`src/rtl/ltnet_pkg.sv`:
```
package ltnet_pkg;

    localparam int NUM_IN   = 3;
    localparam int TT_W     = 1 << NUM_IN;
    localparam int GATE_MAX = 4;
    localparam int LEAF_MAX = GATE_MAX + 1;
    localparam int NODE_MAX = 2 * GATE_MAX + 1;
    localparam int SEL_W    = 2;
    localparam int NUM_SEL  = 1 << SEL_W;
    localparam int LSEL_W   = SEL_W * LEAF_MAX;
    localparam int CNT_W    = $clog2(GATE_MAX + 1) < 3 ? 3 : $clog2(GATE_MAX + 1);
    localparam int NODE_W   = $clog2(NODE_MAX + 1);
    localparam int LPTR_W   = $clog2(LEAF_MAX + 1);
    localparam int DEP_W    = 3;

    typedef logic [TT_W-1:0]     tt_t;
    typedef logic [NODE_MAX-1:0] pat_t;

    // number of binary tree shapes with m internal nodes
    function automatic int catalan(input int m);
        int c;
        c = 1;
        for (int i = 0; i < m; i++) c = c * 2 * (2 * i + 1) / (i + 2);
        return c;
    endfunction

    // first flat table slot used by shapes of gate count m
    function automatic int shape_base(input int m);
        int b;
        b = 0;
        for (int g = 1; g < m; g++) b = b + catalan(g);
        return b;
    endfunction

    localparam int SHAPE_TOT = shape_base(GATE_MAX + 1);
    localparam int SHID_W    = $clog2(catalan(GATE_MAX));

    // idx-th valid postfix code (bit set = gate) with m gates, ascending
    function automatic pat_t shape_pat(input int m, input int idx);
        int   seen;
        int   h;
        int   g;
        bit   ok;
        pat_t res;
        seen = 0;
        res  = '0;
        for (int p = 0; p < (1 << (2 * m + 1)); p++) begin
            h  = 0;
            g  = 0;
            ok = 1'b1;
            for (int i = 0; i < 2 * m + 1; i++) begin
                if (p[i]) begin
                    if (h < 2) ok = 1'b0;
                    h = h - 1;
                    g = g + 1;
                end else begin
                    h = h + 1;
                end
            end
            if (ok && h == 1 && g == m) begin
                if (seen == idx) res = pat_t'(p);
                seen = seen + 1;
            end
        end
        return res;
    endfunction

    // truth-table word of a leaf selector; codes >= NUM_IN give constant 1
    function automatic tt_t leaf_word(input logic [SEL_W-1:0] sel);
        tt_t               w;
        logic [NUM_IN-1:0] row;
        w = '0;
        for (int r = 0; r < TT_W; r++) begin
            row = NUM_IN'(r);
            if (int'(sel) >= NUM_IN) w[r] = 1'b1;
            else                     w[r] = row[NUM_IN-1-int'(sel)];
        end
        return w;
    endfunction

endpackage

```
`src/rtl/ltnet_shape_rom.sv`:
```
module ltnet_shape_rom
    import ltnet_pkg::*;
(
    input  logic [CNT_W-1:0]  m,
    input  logic [SHID_W-1:0] idx,
    output pat_t              pat,
    output logic              last
);

    pat_t table_w [SHAPE_TOT];

    for (genvar g = 1; g <= GATE_MAX; g++) begin : g_cnt
        localparam int BASE = shape_base(g);
        localparam int NSH  = catalan(g);
        for (genvar s = 0; s < NSH; s++) begin : g_shp
            localparam pat_t PAT = shape_pat(g, s);
            assign table_w[BASE+s] = PAT;
        end
    end

    always_comb begin
        pat  = '0;
        last = 1'b1;
        for (int g = 1; g <= GATE_MAX; g++) begin
            if (m == CNT_W'(g)) begin
                last = (int'(idx) == catalan(g) - 1);
                for (int e = 0; e < SHAPE_TOT; e++) begin
                    if (e == shape_base(g) + int'(idx)) pat = table_w[e];
                end
            end
        end
    end

endmodule

```
`src/rtl/ltnet_stack.sv`:
```
module ltnet_stack
    import ltnet_pkg::*;
(
    input  logic             clk,
    input  logic             rst_n,
    input  logic             step,
    input  logic             first,
    input  logic             is_gate,
    input  tt_t              leaf_w,
    output tt_t              fold_w,
    output logic [DEP_W-1:0] fold_d
);

    typedef struct packed {
        tt_t [LEAF_MAX-1:0]              val;
        logic [LEAF_MAX-1:0][DEP_W-1:0]  dep;
        logic [LPTR_W-1:0]               sp;
    } stk_t;

    stk_t              s_d, s_q;
    tt_t               a_w, b_w;
    logic [DEP_W-1:0]  a_d, b_d;
    logic [LPTR_W-1:0] sp_eff;

    // combine the two topmost entries as one gate
    always_comb begin
        a_w = '0;
        b_w = '0;
        a_d = '0;
        b_d = '0;
        for (int i = 0; i < LEAF_MAX; i++) begin
            if (int'(s_q.sp) == i + 2) begin
                a_w = s_q.val[i];
                a_d = s_q.dep[i];
            end
            if (int'(s_q.sp) == i + 1) begin
                b_w = s_q.val[i];
                b_d = s_q.dep[i];
            end
        end
        fold_w = ~a_w & b_w;
        fold_d = ((a_d > b_d) ? a_d : b_d) + DEP_W'(1);
    end

    always_comb begin
        s_d    = s_q;
        sp_eff = first ? '0 : s_q.sp;
        if (step) begin
            if (is_gate) begin
                for (int i = 0; i < LEAF_MAX; i++) begin
                    if (int'(s_q.sp) == i + 2) begin
                        s_d.val[i] = fold_w;
                        s_d.dep[i] = fold_d;
                    end
                end
                s_d.sp = s_q.sp - LPTR_W'(1);
            end else begin
                for (int i = 0; i < LEAF_MAX; i++) begin
                    if (int'(sp_eff) == i) begin
                        s_d.val[i] = leaf_w;
                        s_d.dep[i] = '0;
                    end
                end
                s_d.sp = sp_eff + LPTR_W'(1);
            end
        end
    end

    always_ff @(posedge clk or negedge rst_n) begin
        if (!rst_n) s_q <= '0;
        else        s_q <= s_d;
    end

    AST_GATE_HAS_OPERANDS: assert property (@(posedge clk) disable iff (!rst_n)
        step && is_gate |-> !first && s_q.sp >= LPTR_W'(2));
    AST_PUSH_HAS_ROOM: assert property (@(posedge clk) disable iff (!rst_n)
        step && !is_gate && !first |-> s_q.sp < LPTR_W'(LEAF_MAX));

endmodule

```
`src/rtl/ltnet_search.sv`:
```
module ltnet_search
    import ltnet_pkg::*;
(
    input  logic              clk,
    input  logic              rst_n,
    input  logic              start,
    input  logic [TT_W-1:0]   target,
    input  logic [CNT_W-1:0]  max_gates,
    input  logic [DEP_W-1:0]  max_depth,
    output logic              busy,
    output logic              done,
    output logic              found,
    output logic [CNT_W-1:0]  gates,
    output logic [SHID_W-1:0] shape_id,
    output logic [LSEL_W-1:0] leaf_sel
);

    typedef enum logic {ST_IDLE, ST_RUN} st_e;

    typedef struct packed {
        st_e               st;
        logic [CNT_W-1:0]  m;
        logic [CNT_W-1:0]  lim_g;
        logic [DEP_W-1:0]  lim_d;
        tt_t               tgt;
        logic [SHID_W-1:0] shp;
        logic [LSEL_W-1:0] leaf;
        logic [NODE_W-1:0] node;
        logic [LPTR_W-1:0] lptr;
        logic              done;
        logic              found;
        logic [CNT_W-1:0]  gates;
        logic [SHID_W-1:0] shape_id;
        logic [LSEL_W-1:0] leaf_sel;
    } ctl_t;

    ctl_t             d, q;
    pat_t             pat;
    logic             shp_last;
    logic             elem_gate;
    logic [SEL_W-1:0] cur_sel;
    tt_t              leaf_w;
    tt_t              fold_w;
    logic [DEP_W-1:0] fold_d;
    logic             last_node;
    logic             leaf_last;
    logic             match;
    logic             triv_hit;
    logic [SEL_W-1:0] triv_code;
    logic [CNT_W-1:0] lim_in;

    ltnet_shape_rom u_rom (
        .m    (q.m),
        .idx  (q.shp),
        .pat  (pat),
        .last (shp_last)
    );

    ltnet_stack u_stk (
        .clk     (clk),
        .rst_n   (rst_n),
        .step    (q.st == ST_RUN),
        .first   (q.node == '0),
        .is_gate (elem_gate),
        .leaf_w  (leaf_w),
        .fold_w  (fold_w),
        .fold_d  (fold_d)
    );

    // decode the current postfix symbol and leaf selector
    always_comb begin
        elem_gate = 1'b0;
        for (int i = 0; i < NODE_MAX; i++) begin
            if (int'(q.node) == i) elem_gate = pat[i];
        end
        cur_sel = '0;
        for (int j = 0; j < LEAF_MAX; j++) begin
            if (int'(q.lptr) == j) cur_sel = q.leaf[SEL_W*j +: SEL_W];
        end
        leaf_w = leaf_word(cur_sel);
        leaf_last = 1'b1;
        for (int j = 0; j < LEAF_MAX; j++) begin
            if (j <= int'(q.m) && q.leaf[SEL_W*j +: SEL_W] != {SEL_W{1'b1}}) leaf_last = 1'b0;
        end
        last_node = (q.node == NODE_W'({q.m, 1'b0}));
        match     = (fold_w == q.tgt) && (q.lim_d == '0 || fold_d <= q.lim_d);
        triv_hit  = 1'b0;
        triv_code = '0;
        for (int c = 0; c < NUM_SEL; c++) begin
            if (target == leaf_word(SEL_W'(c))) begin
                triv_hit  = 1'b1;
                triv_code = SEL_W'(c);
            end
        end
        lim_in = (max_gates > CNT_W'(GATE_MAX)) ? CNT_W'(GATE_MAX) : max_gates;
    end

    always_comb begin
        d      = q;
        d.done = 1'b0;
        case (q.st)
            ST_IDLE: begin
                if (start) begin
                    d.found    = 1'b0;
                    d.gates    = '0;
                    d.shape_id = '0;
                    d.leaf_sel = '0;
                    d.tgt      = target;
                    d.lim_g    = lim_in;
                    d.lim_d    = max_depth;
                    d.m        = CNT_W'(1);
                    d.shp      = '0;
                    d.leaf     = '0;
                    d.node     = '0;
                    d.lptr     = '0;
                    if (triv_hit) begin
                        d.done     = 1'b1;
                        d.found    = 1'b1;
                        d.leaf_sel = LSEL_W'(triv_code);
                    end else if (lim_in == '0) begin
                        d.done = 1'b1;
                    end else begin
                        d.st = ST_RUN;
                    end
                end
            end
            default: begin
                d.node = q.node + NODE_W'(1);
                if (!elem_gate) d.lptr = q.lptr + LPTR_W'(1);
                if (last_node) begin
                    d.node = '0;
                    d.lptr = '0;
                    if (match) begin
                        d.st       = ST_IDLE;
                        d.done     = 1'b1;
                        d.found    = 1'b1;
                        d.gates    = q.m;
                        d.shape_id = q.shp;
                        d.leaf_sel = q.leaf;
                    end else if (!leaf_last) begin
                        d.leaf = q.leaf + LSEL_W'(1);
                    end else begin
                        d.leaf = '0;
                        if (!shp_last) begin
                            d.shp = q.shp + SHID_W'(1);
                        end else begin
                            d.shp = '0;
                            if (q.m == q.lim_g) begin
                                d.st   = ST_IDLE;
                                d.done = 1'b1;
                            end else begin
                                d.m = q.m + CNT_W'(1);
                            end
                        end
                    end
                end
            end
        endcase
    end

    always_ff @(posedge clk or negedge rst_n) begin
        if (!rst_n) q <= '0;
        else        q <= d;
    end

    assign busy     = (q.st == ST_RUN);
    assign done     = q.done;
    assign found    = q.found;
    assign gates    = q.gates;
    assign shape_id = q.shape_id;
    assign leaf_sel = q.leaf_sel;

    AST_DONE_NOT_BUSY: assert property (@(posedge clk) disable iff (!rst_n)
        done |-> !busy);
    AST_FOUND_CLEAR_WHILE_BUSY: assert property (@(posedge clk) disable iff (!rst_n)
        busy |-> !found);
    AST_GATES_WITHIN_LIMIT: assert property (@(posedge clk) disable iff (!rst_n)
        done && found |-> gates <= q.lim_g);
    AST_COUNT_RISES: assert property (@(posedge clk) disable iff (!rst_n)
        busy && $past(busy) |-> q.m >= $past(q.m));
    AST_START_IGNORED: assert property (@(posedge clk) disable iff (!rst_n)
        busy && start |=> $stable(q.tgt));
    AST_UNUSED_LEAVES_ZERO: assert property (@(posedge clk) disable iff (!rst_n)
        done && found |-> (leaf_sel >> (SEL_W * (int'(gates) + 1))) == '0);

endmodule

```
`config.mk`:
```
export PLATFORM = sky130hd
export DESIGN_NAME = ltnet_search
export DESIGN_NICKNAME = d
export VERILOG_FILES = /design/src/rtl/ltnet_pkg.sv /design/src/rtl/ltnet_shape_rom.sv /design/src/rtl/ltnet_stack.sv /design/src/rtl/ltnet_search.sv
export SDC_FILE = /design/constraint.sdc
export NUM_CORES = 1
export LEC_CHECK = 0
export BUFFER_PORTS_ARGS = -buffer_cell sky130_fd_sc_hd__buf_2
export CORE_MARGIN = 1.5
export CORE_UTILIZATION = 28
export DETAILED_ROUTE_END_ITERATION = 10
export PLACE_DENSITY = 0.42
export RECOVER_POWER = 25
export SYNTH_ARGS = -nofsm -noshare
export SYNTH_HDL_FRONTEND = slang
export SYNTH_SLANG_ARGS = --single-unit
```
`constraint.sdc`:
```
create_clock -name clk -period 8.15 [get_ports clk]
set_input_delay 0.815 -clock clk [delete_from_list [all_inputs] [get_ports clk]]
set_output_delay 0.815 -clock clk [all_outputs]
set_load 0.02 [all_outputs]
```
==> impl_metrics.json, run 1 <==
{
  "status": "finished, violations left",
  "violations": "max-capacitance violations, max-slew violations",
  "grt_first_pass_wirelength_um": 59200,
  "slew_violations": 84,
  "irDropWorstVdd_uv": 152,
  "ant_nets": 0,
  "synth_warnings": 0,
  "criticalPathCategory": "flip-flop to flip-flop",
  "drt-initial-drc-count": 888,
  "fillCellCount": 3793,
  "ys_types": 98,
  "dr.pass1.iters": 5,
  "arrival_ps": 6400,
  "worstHoldPathCells": 2,
  "synthArstFlopShare_pct": 100,
  "critPathCaptureType": "flip-flop",
  "rr_endpoint": "q[29]$_DFFE_PN0P_",
  "cts_made_buffers": 17,
  "cts_sinks": 116,
  "routabilityCongestion": 0.889,
  "path_max_fanout": 22,
  "drc": 0,
  "via_per_inst": 5.90,
  "clk_pin_slew_ps": 60,
  "nets": 1288,
  "crit_family": "compound AO/OA/AOI/OAI gates",
  "die_area_mm2": 0.0374,
  "die_x_um": 193,
  "ys.flop_type": "dfrtp_1",
  "wl_per_cell_um": 22.0,
  "rr_worst_depth": 22,
  "setup_violations": 0,
  "wirelength_um": 37400,
  "r2r-start": "u_stk.s_q[1]$_DFFE_PN0P_",
  "crit_required_ps": 8450,
  "synth_area_per_cell_um2": 8.02,
  "synth_nets": 1322,
  "fin_crit_ps": 6100,
  "tightestPinTransition_ps": 3040,
  "syn_area_mm2": 0.0101,
  "slowest_delay_ps": 680,
  "synth_cells": 1264,
  "overflow": 0,
  "n_antenna_cell": 0,
  "reg2reg_setup_slack_ps": 2050,
  "relSlewSlack_pct": -102,
  "cts_root_buf": "clkbuf_16",
  "holdCritStartpoint": "q[46]$_DFFE_PN0P_",
  "antenna_found_initial": 0,
  "vias": 10100,
  "setup_tns_ps": 0,
  "grt_start_max_net_pins": 67,
  "max_clock_freq_mhz": 164,
  "cts_tree": "built",
  "first_global_vias": 9851,
  "slowest_stage": "ha_1",
  "drive_above_1_share_pct": 9.73,
  "fin_crit_sh_pct": 74.9,
  "syn2layout_area_growth_pct": 9.22,
  "crit_path_frequent_cell": "ha_1",
  "track_usage_pct": 20.0,
  "cts-hold-fix-buffers": 0,
  "synth-seq-area-share_pct": 28.6,
  "ys_ff_latch": 116,
  "worstSetupStartpointType": "flip-flop",
  "layout_setup_ws_ps": 2050,
  "path_buf_inv": 2,
  "power_density_mw_per_mm2": 503,
  "min_path_type": "flip-flop to flip-flop",
  "clk_latency_ps": 430,
  "ctsResizeCount": 0,
  "grt_setup_unrepaired": "no",
  "die_h_um": 193,
  "start_util_pct": 28.4,
  "fin_skew_ps": 13.1,
  "hpwlAfterDp_um": 25700,
  "synth_edf_count": 0,
  "dpl_worst_slack_ps": 2130,
  "min_to": "q[46]$_DFFE_PN0P_",
  "cts_setup_buffers": 0,
  "crit_chain": "inv_1, ha_1, nand2_1, nor2_1, a21oi_1, o21ai_0, o21ai_0, ha_1, a21o_1, a21oi_1, a31oi_1, mux2i_1, inv_1, ha_1, xor2_1, ha_1, a21oi_1, a311oi_1, nor2_1, a41o_1, or2_0, o21ai_0",
  "std_cell_rows": 69,
  "io_buffer_count": 36,
  "ios": 37,
  "h-tree-depth": 4,
  "core_area_mm2": 0.0357,
  "maxCapViolCount": 2,
  "clock_path_buffers": 2,
  "hold_viol_final": 0,
  "p_leak_nw": 4.47
}
[final cells by class]
cell class / count / area (µm²) / area share (%)
Timing Repair Buffer: 61 / 359 / 3.24
Clock buffer: 22 / 464 / 4.19
Tap cell: 461 / 577 / 5.21
Sequential cell: 116 / 2910 / 26.2
Multi-Input combinational cell: 982 / 6420 / 58.0
Inverter: 52 / 195 / 1.76
Clock inverter: 10 / 155 / 1.40
[stage by stage]
step | util, % | power, mW | instance area [µm²] | hold slack [ps] | std cells
2_1_floorplan | - | 3.76 | 10100 | 465 | 1264
3_3_place_gp | 29.4 | 4.73 | 10500 | 479 | 1672
3_5_place_dp | 29.4 | 4.69 | 10500 | 485 | 1672
4_1_cts | 31.1 | 5.52 | 11100 | 363 | 1704
5_1_grt | 31.1 | 6.00 | 11100 | 516 | 1704
6_report | 31.1 | 5.57 | 11100 | 492 | 1704
[placed cells by master (no fill, tap or decap), types with 8 or more instances in the layout]
master,synthesis,layout
a211oi_1,15,15
a21boi_0,8,8
a21o_1,8,8
a21oi_1,77,77
a221oi_1,13,13
a22o_1,25,25
a31oi_1,19,19
and2_1,11,11
and3_1,21,21
buf_2,29,35
buf_4,30,23
clkbuf_16,0,17
dfrtp_1,116,114
ha_1,41,41
inv_1,50,50
mux2i_1,15,15
nand2_1,128,128
nand2b_1,19,19
nand3_1,51,51
nand3b_1,13,13
nand4_1,16,16
nor2_1,71,71
nor2b_1,21,21
nor3_1,53,53
o211ai_1,13,13
o21ai_0,77,77
o21ai_1,10,10
o22ai_1,11,11
o2bb2ai_1,12,12
o311a_1,14,14
o31ai_1,10,9
or3_1,27,27
xor2_1,13,13
[routing by layer]
metal,GRT usage [%],share of wire [%],vias up
met5,0,0,-
met4,5.80,2.4,0
met3,2.84,5.8,69
met2,32.1,46,366
met1,27.9,45,4956
li1,-,-,4665
[power by group]
| group | total (mW) | internal (mW) | switching (mW) |
|---|---|---|---|
| registers | 1.05 | 0.819 | 0.235 |
| clock network | 0.809 | 0.525 | 0.283 |
| logic | 3.71 | 1.25 | 2.45 |
| total | 5.57 | 2.60 | 2.97 |
[Yosys cell counts (7+ instances only)]
library cell  count  area [µm²]
o21ai_0          77         385
o221a_1           7        78.8
a22oi_1           7        52.6
and2_1           11        68.8
a21o_1            8        60.1
o211ai_1         13        97.6
o221ai_1          7        61.3
xor2_1           13         114
o31ai_1          10        75.1
a31oi_1          19         119
mux2i_1          15         150
ha_1             41         513
o2bb2ai_1        12         105
o22ai_1          11        68.8
o21a_1            7        52.6
o21ai_1          10        50.1
dfrtp_1         116        2900
o311a_1          14         140
or3_1            27         169
buf_1             7        26.3
nor2_1           71         267
a221oi_1         13         114
nand3b_1         13        97.6
nand3_1          51         255
clkbuf_1         40         150
a211oi_1         15         113
inv_1            50         188
nor3_1           53         265
buf_4            30         225
nand2b_1         19         119
a22o_1           25         219
a21oi_1          77         385
and3_1           21         131
buf_2            29         145
nand4_1          16         100
a21boi_0          8        60.1
nand2_1         128         480
nor2b_1          21         131
buf_6             8        90.1
[state kept, by name, summed over array words and instances (netlist names)]
name and flops:
shape_id 4, leaf_sel 10, busy 1, q 38, found 1, done 1
gates 3, u_stk.s_q 58
[worst max path at each step]
stage	startpoint	endpoint	slack, ps	cells after the start
3_5_place_dp	u_stk.s_q[1]$_DFFE_PN0P_	q[29]$_DFFE_PN0P_	2130	22
2_1_floorplan	u_stk.s_q[0]$_DFFE_PN0P_	q[34]$_DFFE_PN0P_	2480	24
3_3_place_gp	u_stk.s_q[1]$_DFFE_PN0P_	q[29]$_DFFE_PN0P_	2150	22
5_1_grt	u_stk.s_q[1]$_DFFE_PN0P_	q[29]$_DFFE_PN0P_	1380	22
6_report	u_stk.s_q[1]$_DFFE_PN0P_	q[29]$_DFFE_PN0P_	2050	22
4_1_cts	u_stk.s_q[1]$_DFFE_PN0P_	q[34]$_DFFE_PN0P_	2110	21
[worst register-to-register path: stages, from the launching register on]
cell and delay, ps:
dfrtp_1 410, inv_1 140, ha_1 680, nand2_1 110
nor2_1 110, a21oi_1 40, o21ai_0 130, o21ai_0 130
ha_1 350, a21o_1 110, a21oi_1 50, a31oi_1 370
mux2i_1 590, inv_1 150, ha_1 220, xor2_1 440
ha_1 340, a21oi_1 130, a311oi_1 50, nor2_1 210
a41o_1 580, or2_0 470, o21ai_0 160
[cells by family (layout without fill, tap and decap cells)]
kind of cell	after synthesis	count (layout)	synth area share, %
AND/OR/NAND/NOR	485	485	25.0
AO/OA/AOI/OAI	415	415	29.2
buffers and inverters	166	145	8.20
flip-flops	116	116	28.6
adder cells (fa/ha/maj)	41	41	5.06
multiplexers	24	24	2.54
XOR/XNOR	17	17	1.47
Note: power is estimated with default switching activity, not from simulation.
==> inputs of run 2 (changes only) <==
--- a/config.mk
+++ b/config.mk
@@ -9,7 +9,7 @@
 export CORE_MARGIN = 1.5
 export CORE_UTILIZATION = 28
 export DETAILED_ROUTE_END_ITERATION = 10
-export PLACE_DENSITY = 0.42
+export PLACE_DENSITY = 0.44
 export RECOVER_POWER = 25
 export SYNTH_ARGS = -nofsm -noshare
 export SYNTH_HDL_FRONTEND = slang
==> constraint.sdc (replaced) <==
create_clock -name clk -period 5.4 [get_ports clk]
set_input_delay 0.54 -clock clk [delete_from_list [all_inputs] [get_ports clk]]
set_output_delay 0.54 -clock clk [all_outputs]
set_load 0.02 [all_outputs]
==> run 2 against run 1 <==
Against the previous run:
- the run still ends with max-capacitance violations, max-slew violations left
- count of clock-buffer cells in the layout is 3 higher
- total power rose by 54%
- wire length fell by 2.9%
- utilization grew 0.81 points
- largest power group unchanged
==> impl_metrics.json, run 2 (synthesis results as in run 1) <==
{
  "switchingPower_mw": 4.47,
  "die_area_mm2": 0.0374,
  "switching_share_pct": 52.2,
  "ios": 37,
  "tightestPinTransition_ps": 3940,
  "drt-initial-drc-count": 1034,
  "p_total_mw": 8.57,
  "clk_latency_ps": 430,
  "drc": 0,
  "crit_required_ps": 5720,
  "slew_violations": 70,
  "power_density_mw_per_mm2": 754,
  "start_util_pct": 28.4,
  "layout_setup_ws_ps": 382,
  "reg2reg_setup_slack_ps": 380,
  "ant_nets": 0,
  "p_int_mw": 4.10,
  "clockPowerShare_pct": 13.2,
  "dpl.cell_count": 1704,
  "routabilityCongestion": 0.929,
  "io_buffer_count": 36,
  "die_h_um": 193,
  "drive_above_1_share_pct": 12.5,
  "grt_setup_unrepaired": "no",
  "setup_violations": 0,
  "criticalPathCategory": "flip-flop to flip-flop",
  "arrival_ps": 5340,
  "grt_start_max_net_pins": 70,
  "syn2layout_area_growth_pct": 12.1,
  "hpwlAfterDp_um": 26000,
  "clock_path_buffers": 2,
  "fin_skew_ps": 10.1,
  "max_clock_freq_mhz": 199,
  "wl_per_cell_um": 21.0,
  "cts_tree": "built",
  "setup_tns_ps": 0,
  "clk_pin_slew_ps": 50,
  "n_antenna_cell": 0,
  "fin_crit_sh_pct": 92.9,
  "combPwrFrac_pct": 67.3,
  "std_cell_rows": 69,
  "vias": 10000,
  "cts_made_buffers": 17,
  "instances_no_fill": 1734,
  "nets": 1320,
  "final_util_pct": 31.9,
  "core_area_mm2": 0.0357,
  "wirelength_um": 36400,
  "irDropWorstVdd_uv": 283,
  "cts_root_buf": "clkbuf_16",
  "worstSetupStartpointType": "flip-flop",
  "relSlewSlack_pct": -163,
  "track_usage_pct": 19.5,
  "dr.pass1.iters": 7,
  "maxCapViolCount": 1,
  "dpl_worst_slack_ps": 173,
  "fin_crit_ps": 5020,
  "die_x_um": 193,
  "first_global_vias": 9651,
  "hold_viol_final": 0,
  "largest_register_ffs": 58,
  "min_path_type": "input pin to flip-flop",
  "cts_sinks": 116,
  "antenna_found_initial": 0,
  "overflow": 0,
  "h-tree-depth": 4,
  "layout_commonest_cell": "nand2_1",
  "layout_common_cells": "nand2_1 (128), dfrtp_1 (114), a21oi_1 (76), o21ai_0 (76), nor2_1 (71)",
  "grt_first_pass_wirelength_um": 58000,
  "p_leak_nw": 4.63,
  "path_max_fanout": 8,
  "violations": "max-capacitance violations, max-slew violations",
  "cts_setup_buffers": 0,
  "seq_power_share_pct": 19.6,
  "regMostFlops": "u_stk.s_q",
  "status": "finished, violations left",
  "critPathCaptureType": "flip-flop",
  "via_per_inst": 5.79
}
-- run 2: stage by stage --
| stage | instance area [µm²] | hold WS, ps |
|---|---|---|
| finish | 11400 | 305 |
| global route | 11400 | 309 |
| CTS | 11300 | 156 |
| detailed placement | 10800 | 484 |
| global placement | 10800 | 483 |
| floorplan | 10200 | 244 |
-- run 2: layer usage --
layer | part of all wire [%] | track usage [%] | wire length (µm) | vias up
met5 | 0 | 0 | 0 | -
met4 | 1.7 | 5.31 | 605 | 0
met3 | 6.0 | 3.33 | 2170 | 55
met2 | 46 | 30.7 | 16700 | 379
met1 | 46 | 27.5 | 16900 | 4885
li1 | - | - | - | 4729
-- run 2: critical path: stages, from the launching register on --
cell and delay [ps]:
dfrtp_1 430, inv_1 180, ha_2 300, nand2_1 70, nor2_1 90, a21oi_1 50
nor2_1 100, a21oi_1 50, a21oi_1 230, inv_1 70, ha_1 180, inv_1 50
a21o_1 100, a21oi_1 70, a31oi_2 290, mux2i_2 300, inv_1 110, ha_1 380
ha_1 330, a21o_1 110, a21oi_1 60, a311oi_1 250, nor2_1 130, a41o_1 300
or2_1 370, o41ai_1 320
-- run 2: final timing paths --
check	end	start	cells after the start
min in group asynchronous	u_stk.s_q[22]$_DFFE_PN0P_	rst_n	1
worst max-delay path	q[34]$_DFFE_PN0P_	u_stk.s_q[1]$_DFFE_PN0P_	25
worst min register to register	q[46]$_DFFE_PN0P_	q[46]$_DFFE_PN0P_	2
max in group asynchronous	q[39]$_DFFE_PN0P_	rst_n	2
worst min-delay path	q[48]$_DFFE_PN0P_	max_depth[0]	3
worst max register to register	q[34]$_DFFE_PN0P_	u_stk.s_q[1]$_DFFE_PN0P_	25
-- run 2: power groups by stage --
stage / Sequential [mW] / Clock, mW / Combinational [mW]
after floorplan: 1.51 / 0 / 4.19
after global placement: 1.68 / 0 / 5.70
after detailed placement: 1.67 / 0 / 5.67
after CTS: 1.67 / 1.15 / 5.70
after global routing: 1.74 / 1.19 / 6.34
final: 1.68 / 1.13 / 5.77
-- run 2: layout make-up --
class | count | area [µm²]
clock buffers | 25 | 495
clock inverters | 5 | 75.1
fillers | 3802 | 24300
inverters | 52 | 195
multi-input cells | 982 | 6460
flip-flops and latches | 116 | 2910
well taps | 461 | 577
repair buffers | 93 | 657
-- run 2: repair_timing --
item	in CTS	in global routing
hold buffers	0	0
resized for setup	0	9
endpoints found under the setup margin	0	34
